**src/rtl/irq_cascade_pkg.sv**
```systemverilog
package irq_cascade_pkg;
  localparam int DW       = 32;
  localparam int AW       = 8;
  localparam int EN_BIT   = 31;
  localparam int LINK_BIT = 11;
  localparam int RST_EV_BIT = 10;

  localparam logic [AW-1:0] OFS_SEG     = 8'h24;
  localparam logic [AW-1:0] OFS_RDSZ    = 8'h28;
  localparam logic [AW-1:0] OFS_S1_CTRL = 8'h30;
  localparam logic [AW-1:0] OFS_S1_MASK = 8'h34;
  localparam logic [AW-1:0] OFS_S1_STAT = 8'h38;
  localparam logic [AW-1:0] OFS_ERRADR  = 8'h40;
  localparam logic [AW-1:0] OFS_S2_STAT = 8'h50;
  localparam logic [AW-1:0] OFS_S2_MASK = 8'h54;
  localparam logic [AW-1:0] OFS_S2_POL  = 8'h58;
  localparam logic [AW-1:0] OFS_S2_IN   = 8'h5C;

  localparam logic [DW-1:0] RDSZ_RST = 32'h0200_0000;

  // error pulse index -> status bit; the last pulse is the reset event
  function automatic int err_pos(input int idx, input int num_err);
    return (idx == num_err - 1) ? RST_EV_BIT : idx;
  endfunction
endpackage

```
**src/rtl/irq_cascade_s1.sv**
```systemverilog
module irq_cascade_s1
  import irq_cascade_pkg::*;
#(
  parameter int NUM_SER = 17,
  parameter int NUM_ERR = 9
) (
  input  logic               clk_i,
  input  logic               rst_ni,
  input  logic               wr_en_i,
  input  logic [AW-1:0]      addr_i,
  input  logic [DW-1:0]      wdata_i,
  input  logic [NUM_SER-1:0] ser_i,
  input  logic [NUM_ERR-1:0] err_i,
  output logic [DW-1:0]      seg_o,
  output logic [DW-1:0]      rdsz_o,
  output logic [DW-1:0]      ctrl_o,
  output logic [DW-1:0]      mask_o,
  output logic [DW-1:0]      stat_o,
  output logic               link_o
);
  logic [DW-1:0] seg_q, rdsz_q, ctrl_q, mask_q, stat_q;
  logic [DW-1:0] set_vec, clr_vec;

  always_comb begin
    set_vec = '0;
    for (int n = 0; n < NUM_SER; n++) set_vec[DW-1-n] = set_vec[DW-1-n] | ser_i[n];
    for (int k = 0; k < NUM_ERR; k++)
      set_vec[err_pos(k, NUM_ERR)] = set_vec[err_pos(k, NUM_ERR)] | err_i[k];
  end

  assign clr_vec = (wr_en_i && addr_i == OFS_S1_STAT) ? wdata_i : '0;

  always_ff @(posedge clk_i or negedge rst_ni) begin
    if (!rst_ni) begin
      seg_q  <= '0;
      rdsz_q <= RDSZ_RST;
      ctrl_q <= '0;
      mask_q <= '0;
      stat_q <= '0;
    end else begin
      stat_q <= (stat_q & ~clr_vec) | set_vec;  // set wins
      if (wr_en_i) begin
        case (addr_i)
          OFS_SEG:     seg_q  <= wdata_i;
          OFS_RDSZ:    rdsz_q <= wdata_i;
          OFS_S1_CTRL: ctrl_q <= wdata_i;
          OFS_S1_MASK: mask_q <= wdata_i;
          default: ;
        endcase
      end
    end
  end

  assign link_o = ctrl_q[EN_BIT] & (|(stat_q & mask_q));
  assign seg_o  = seg_q;
  assign rdsz_o = rdsz_q;
  assign ctrl_o = ctrl_q;
  assign mask_o = mask_q;
  assign stat_o = stat_q;

  // bits survive unless a clear was written
  p_sticky_r4: assert property (@(posedge clk_i) disable iff (!rst_ni)
    1'b1 |=> ((($past(stat_q) & ~$past(clr_vec)) & ~stat_q) == '0));
  // every raised source is visible one edge later
  p_set_r2: assert property (@(posedge clk_i) disable iff (!rst_ni)
    1'b1 |=> (($past(set_vec) & ~stat_q) == '0));
  p_gate_r6: assert property (@(posedge clk_i) disable iff (!rst_ni)
    !ctrl_q[EN_BIT] |-> !link_o);
endmodule

```
**src/rtl/irq_cascade_s2.sv**
```systemverilog
module irq_cascade_s2
  import irq_cascade_pkg::*;
(
  input  logic          clk_i,
  input  logic          rst_ni,
  input  logic          wr_en_i,
  input  logic [AW-1:0] addr_i,
  input  logic [DW-1:0] wdata_i,
  input  logic          link_i,
  output logic [DW-1:0] mask_o,
  output logic [DW-1:0] pol_o,
  output logic [DW-1:0] stat_o,
  output logic [DW-1:0] in_o,
  output logic          irq_o
);
  logic [DW-1:0] mask_q, pol_q, stat_q, in_vec, clr_vec;

  always_comb begin
    in_vec = '0;
    in_vec[LINK_BIT] = link_i;
  end

  assign clr_vec = (wr_en_i && addr_i == OFS_S2_STAT) ? wdata_i : '0;

  always_ff @(posedge clk_i or negedge rst_ni) begin
    if (!rst_ni) begin
      mask_q <= '0;
      pol_q  <= '0;
      stat_q <= '0;
    end else begin
      stat_q <= (stat_q & ~clr_vec) | (in_vec & mask_q);
      if (wr_en_i) begin
        case (addr_i)
          OFS_S2_MASK: mask_q <= wdata_i;
          OFS_S2_POL:  pol_q  <= wdata_i;  // stored only
          default: ;
        endcase
      end
    end
  end

  assign irq_o  = |stat_q;
  assign mask_o = mask_q;
  assign pol_o  = pol_q;
  assign stat_o = stat_q;
  assign in_o   = in_vec;

  p_latch_r8: assert property (@(posedge clk_i) disable iff (!rst_ni)
    (link_i && mask_q[LINK_BIT]) |=> stat_q[LINK_BIT]);
  p_irq_hold_r9: assert property (@(posedge clk_i) disable iff (!rst_ni)
    (irq_o && !(wr_en_i && addr_i == OFS_S2_STAT)) |=> irq_o);
endmodule

```
**src/rtl/irq_cascade_top.sv**
```systemverilog
module irq_cascade_top
  import irq_cascade_pkg::*;
#(
  parameter int NUM_SER = 17,
  parameter int NUM_ERR = 9
) (
  input  logic               clk_i,
  input  logic               rst_ni,
  input  logic               wr_en_i,
  input  logic [AW-1:0]      addr_i,
  input  logic [DW-1:0]      wdata_i,
  output logic [DW-1:0]      rdata_o,
  input  logic [NUM_SER-1:0] ser_i,
  input  logic [NUM_ERR-1:0] err_i,
  output logic               irq_o
);
  logic [DW-1:0] seg, rdsz, ctrl, mask1, stat1;
  logic [DW-1:0] mask2, pol2, stat2, in2;
  logic          link;

  irq_cascade_s1 #(.NUM_SER(NUM_SER), .NUM_ERR(NUM_ERR)) u_s1 (
    .clk_i, .rst_ni, .wr_en_i, .addr_i, .wdata_i, .ser_i, .err_i,
    .seg_o(seg), .rdsz_o(rdsz), .ctrl_o(ctrl), .mask_o(mask1),
    .stat_o(stat1), .link_o(link)
  );

  irq_cascade_s2 u_s2 (
    .clk_i, .rst_ni, .wr_en_i, .addr_i, .wdata_i, .link_i(link),
    .mask_o(mask2), .pol_o(pol2), .stat_o(stat2), .in_o(in2), .irq_o
  );

  always_comb begin
    case (addr_i)
      OFS_SEG:     rdata_o = seg;
      OFS_RDSZ:    rdata_o = rdsz;
      OFS_S1_CTRL: rdata_o = ctrl;
      OFS_S1_MASK: rdata_o = mask1;
      OFS_S1_STAT: rdata_o = stat1;
      OFS_ERRADR:  rdata_o = '0;
      OFS_S2_STAT: rdata_o = stat2;
      OFS_S2_MASK: rdata_o = mask2;
      OFS_S2_POL:  rdata_o = pol2;
      OFS_S2_IN:   rdata_o = in2;
      default:     rdata_o = '1;
    endcase
  end

  // second stage can only rise from the link bit
  p_rise_cause_r6: assert property (@(posedge clk_i) disable iff (!rst_ni)
    $rose(irq_o) |-> $past(link));
endmodule

```
**config.mk**
```make
export PLATFORM = sky130hd
export DESIGN_NAME = irq_cascade_top
export DESIGN_NICKNAME = d
export VERILOG_FILES = /design/src/rtl/irq_cascade_pkg.sv /design/src/rtl/irq_cascade_s1.sv /design/src/rtl/irq_cascade_s2.sv /design/src/rtl/irq_cascade_top.sv
export SDC_FILE = /design/constraint.sdc
export NUM_CORES = 1
export LEC_CHECK = 0
export ABC_AREA = 0
export BUFFER_PORTS_ARGS = -buffer_cell sky130_fd_sc_hd__buf_2
export CORE_AREA = 2 2 180 182
export DETAILED_ROUTE_END_ITERATION = 6
export DIE_AREA = 0 0 182 184
export PLACE_DENSITY = 0.59
export SYNTH_ARGS = -nofsm -noshare
export SYNTH_HDL_FRONTEND = slang
export SYNTH_HIERARCHICAL = 1
export SYNTH_SLANG_ARGS = --single-unit
export TNS_END_PERCENT = 100
```
**constraint.sdc**
```tcl
create_clock -name clk_i -period 2.5 [get_ports clk_i]
set_input_delay 0.375 -clock clk_i [delete_from_list [all_inputs] [get_ports clk_i]]
set_output_delay 0.375 -clock clk_i [all_outputs]
set_load 0.1 [all_outputs]
```
==> reports/results.txt <==
Synth Area per Inst: 12.7 sq um
Outcome: finished with violations
Crit-path slowest cell: o41a_1
Total clock buffers created by CTS: 29
GRT Total Usage: 23.3%
Worst VDD drop: 0.637 mV
Pre-antenna DRT Iters: 5
Mapped Area: 0.0128 sq mm
Ys flop type: dfrtp_1
Worst hold path class: input pin to flop
Total gr overflow: 0
Yosys top cell by area: dfrtp_1
Initial antenna violation count: 0
Most common cell in the netlist: dfrtp_1
Synth Warn #: 6
Share of the synthesized area in the top cell type: 50.0%
Total power: 9.67 mW
Hold Crit Start: ser_i[4]
Async S/R FF share, synth: 100%
Post-synth top cells: dfrtp_1 (255), mux2_2 (153), a22oi_1 (109)
Inserted Diodes: 0
R2r setup slk: 0.89 ns
Via count: 9167
Post-synth EDFFs: 0
Reg area: 0.00641 sq mm
Max FO, Critical Path: 2
Leakage: 7.33 nW
Vias in the first global route: 9595
Via-per-instance ratio: 5.72
Headroom to the max-slew limit: 65.2%
Slew @ Worst Pin: 0.521 ns
Port bufs: 101
Seq cells post-synth: 256
Area Overhead vs Synth: 25.9%
Reg2Reg Launch Point: u_s1/stat_o[24]$_DFF_PN0_
Multi-input logic area: 0.00602 sq mm
Fin crit share: 120%
Count of cell types in the netlist: 45
Post-layout util: 51.2%
Root Buffer: clkbuf_16
Fillers: 2761
Post-synthesis sequential area ratio: 50.2%
DP Worst Slack: -0.136 ns
Die footprint: 0.0335 sq mm
Global-route wire length before repair: 59700 um
Top cells by area, synth: dfrtp_1 (50%), mux2_2 (13%), mux2_4 (7.9%)
CTS H-tree lvls: 1
Max cap viols: 0
Final wirelength: 38900 um
Crit path kind: flop to primary output
Clk sinks: 256
Hold Violations, Final: 0
Crit path launch type: flop
Clock transition at path regs: 0.06 ns
Final worst clock skew: 0.0102 ns
RSZ-0062 raised after global routing: true
DR iter-0 viols: 634
Layout cells sized above 1: 43.5%
Finished Cell Area: 0.0161 sq mm
Mapped Cells: 1004
DRC: 0
DP Area: 0.0147 sq mm
Critical Path End: rdata_o[11]
Reg2Reg Depth: 4
Routed Antenna Nets: 0
Site Rows: 65
WL/cell: 24.3 um
I/O pin cnt: 102
Die width: 182 um
CP cell instances: a22oi_2 -> nand4_1 -> o41a_1 -> a22oi_1 -> buf_4 -> a21oi_2 -> nand4b_1 -> buf_12
Pwr Density: 601 mW/mm^2
Failing checks: setup timing
Final-report setup violation count: 2
Nets: 1248
Core ar.: 0.0314 sq mm
Max-slew violation count: 0
Pin count of the biggest net entering global routing: 66
Initial Utilization: 40.7%
Placed instance count: 1538
CTS max path bufs: 3
Height of the chip: 184 um
Skew-Pair Late Insertion Delay: 0.55 ns
Arrival time worst endpoint: 2.63 ns
Worst setup path startpoint: u_s1/stat_o[24]$_DFF_PN0_
Final Instance Count excl. Fillers: 1602
Setup ws final: -0.509 ns
GPL Wtd Cong: 0.845
CTS tree: built
R2r endpoint: u_s2/stat_o[11]$_DFF_PN0_
CP required: 2.12 ns
Critical path endpoint category: primary output
Crit-path max cell delay: 0.44 ns
Fin crit period: 3.01 ns
Maximum clock rate: 0.332 GHz
DP Wirelength: 26200 um
-- state kept, by name, indices dropped and copies added (netlist names) --
| signal | flops |
|---|---|
| u_s2/mask_o | 32 |
| u_s1/ctrl_o | 32 |
| u_s2/pol_o | 32 |
| u_s1/seg_o | 32 |
| u_s2/stat_o | 32 |
| u_s1/mask_o | 32 |
| u_s1/rdsz_o | 32 |
| u_s1/stat_o | 32 |
-- layer usage --
| metal | vias up | part of all wire (%) | global-route usage [%] |
|---|---|---|---|
| met3 | 68 | 5.8 | 3.96 |
| met2 | 291 | 47 | 38.6 |
| met5 | - | 0 | 0 |
| li1 | 4100 | - | - |
| met1 | 4708 | 44 | 31.9 |
| met4 | 0 | 2.7 | 5.97 |
-- layout by cell type, fill, tap and decap left out, drive strengths merged, types with 2 or more instances in the layout --
cell type  netlist  routed
a22o             3       3
a21o            26      26
and3             2       2
and4bb           4       4
a22oi          109     109
nor4            10      10
dfrtp          255     255
nor2b            7       7
bufinv           0       4
clkbuf          34      42
nor3b            2       2
and2b            2       2
conb             1      31
nand3            3       3
buf             72     218
mux2           223     223
clkinv           0       7
a21oi           30      30
a21boi          37      37
nor3             2       2
o22a            31      31
or3b             2       2
nand2           63      63
nand4b          32      32
nor2             3       3
nand4           38      38
nor4b            2       2
-- worst max-delay path, delay by kind of cell, from the launching register on --
| kind | cells | cell delay, ns |
|---|---|---|
| AOI/OAI and AO/OA | 4 | 0.89 |
| DFF | 1 | 0.43 |
| and+or+nand+nor | 2 | 0.38 |
| buffers and inverters | 2 | 0.36 |
-- stage by stage --
step                TNS [ns]  hold WS [ns]
finish                -0.568       0.00929
global route          -0.673       0.00709
CTS                   -0.498       0.00499
detailed placement     -1.93         0.356
global placement       -1.80         0.350
floorplan              -4.13        0.0794
-- cells by family after synthesis --
logic type,after synthesis,share of synthesized area (%)
AOI/OAI and AO/OA,240,14.0
buffers and inverters,106,5.00
DFF,256,50.2
muxes,225,21.9
other,1,0.0294
and+or+nand+nor,176,8.88
-- report_power, final --
part	switching, mW	internal (mW)
logic	0.554	0.418
registers	0.0913	4.29
clock network	1.73	2.58
total	2.38	7.29
-- timing repair --
item | 4_1_cts | 5_1_grt
cloned | 1 | 2
hold buffers | 1 | 0
endpoints found under the hold margin | 54 | 0
pin swaps | 10 | 14
resized for setup | 37 | 22
setup buffers | 5 | 4
setup endpoints to repair | 33 | 28
-- worst min-delay path by stage --
stage               slack, ns                          to  depth (start not counted)
global route            0.007   u_s1/stat_o[29]$_DFF_PN0_                          2
detailed placement       0.36   u_s2/pol_o[3]$_DFFE_PN0P_                          1
global placement         0.35   u_s2/pol_o[3]$_DFFE_PN0P_                          1
finish                  0.009   u_s1/stat_o[27]$_DFF_PN0_                          2
CTS                     0.005   u_s1/stat_o[27]$_DFF_PN0_                          2
floorplan                0.08  u_s1/ctrl_o[0]$_DFFE_PN0P_                          0
-- layout make-up --
| cell class | count | area share, % |
|---|---|---|
| clock buffers | 41 | 4.86 |
| clock inverters | 11 | 1.01 |
| multi-input cells | 672 | 37.4 |
| flip-flops and latches | 256 | 39.8 |
| well taps | 402 | 3.13 |
| repair buffers | 220 | 13.7 |
Power figures use the tool's default switching activity.
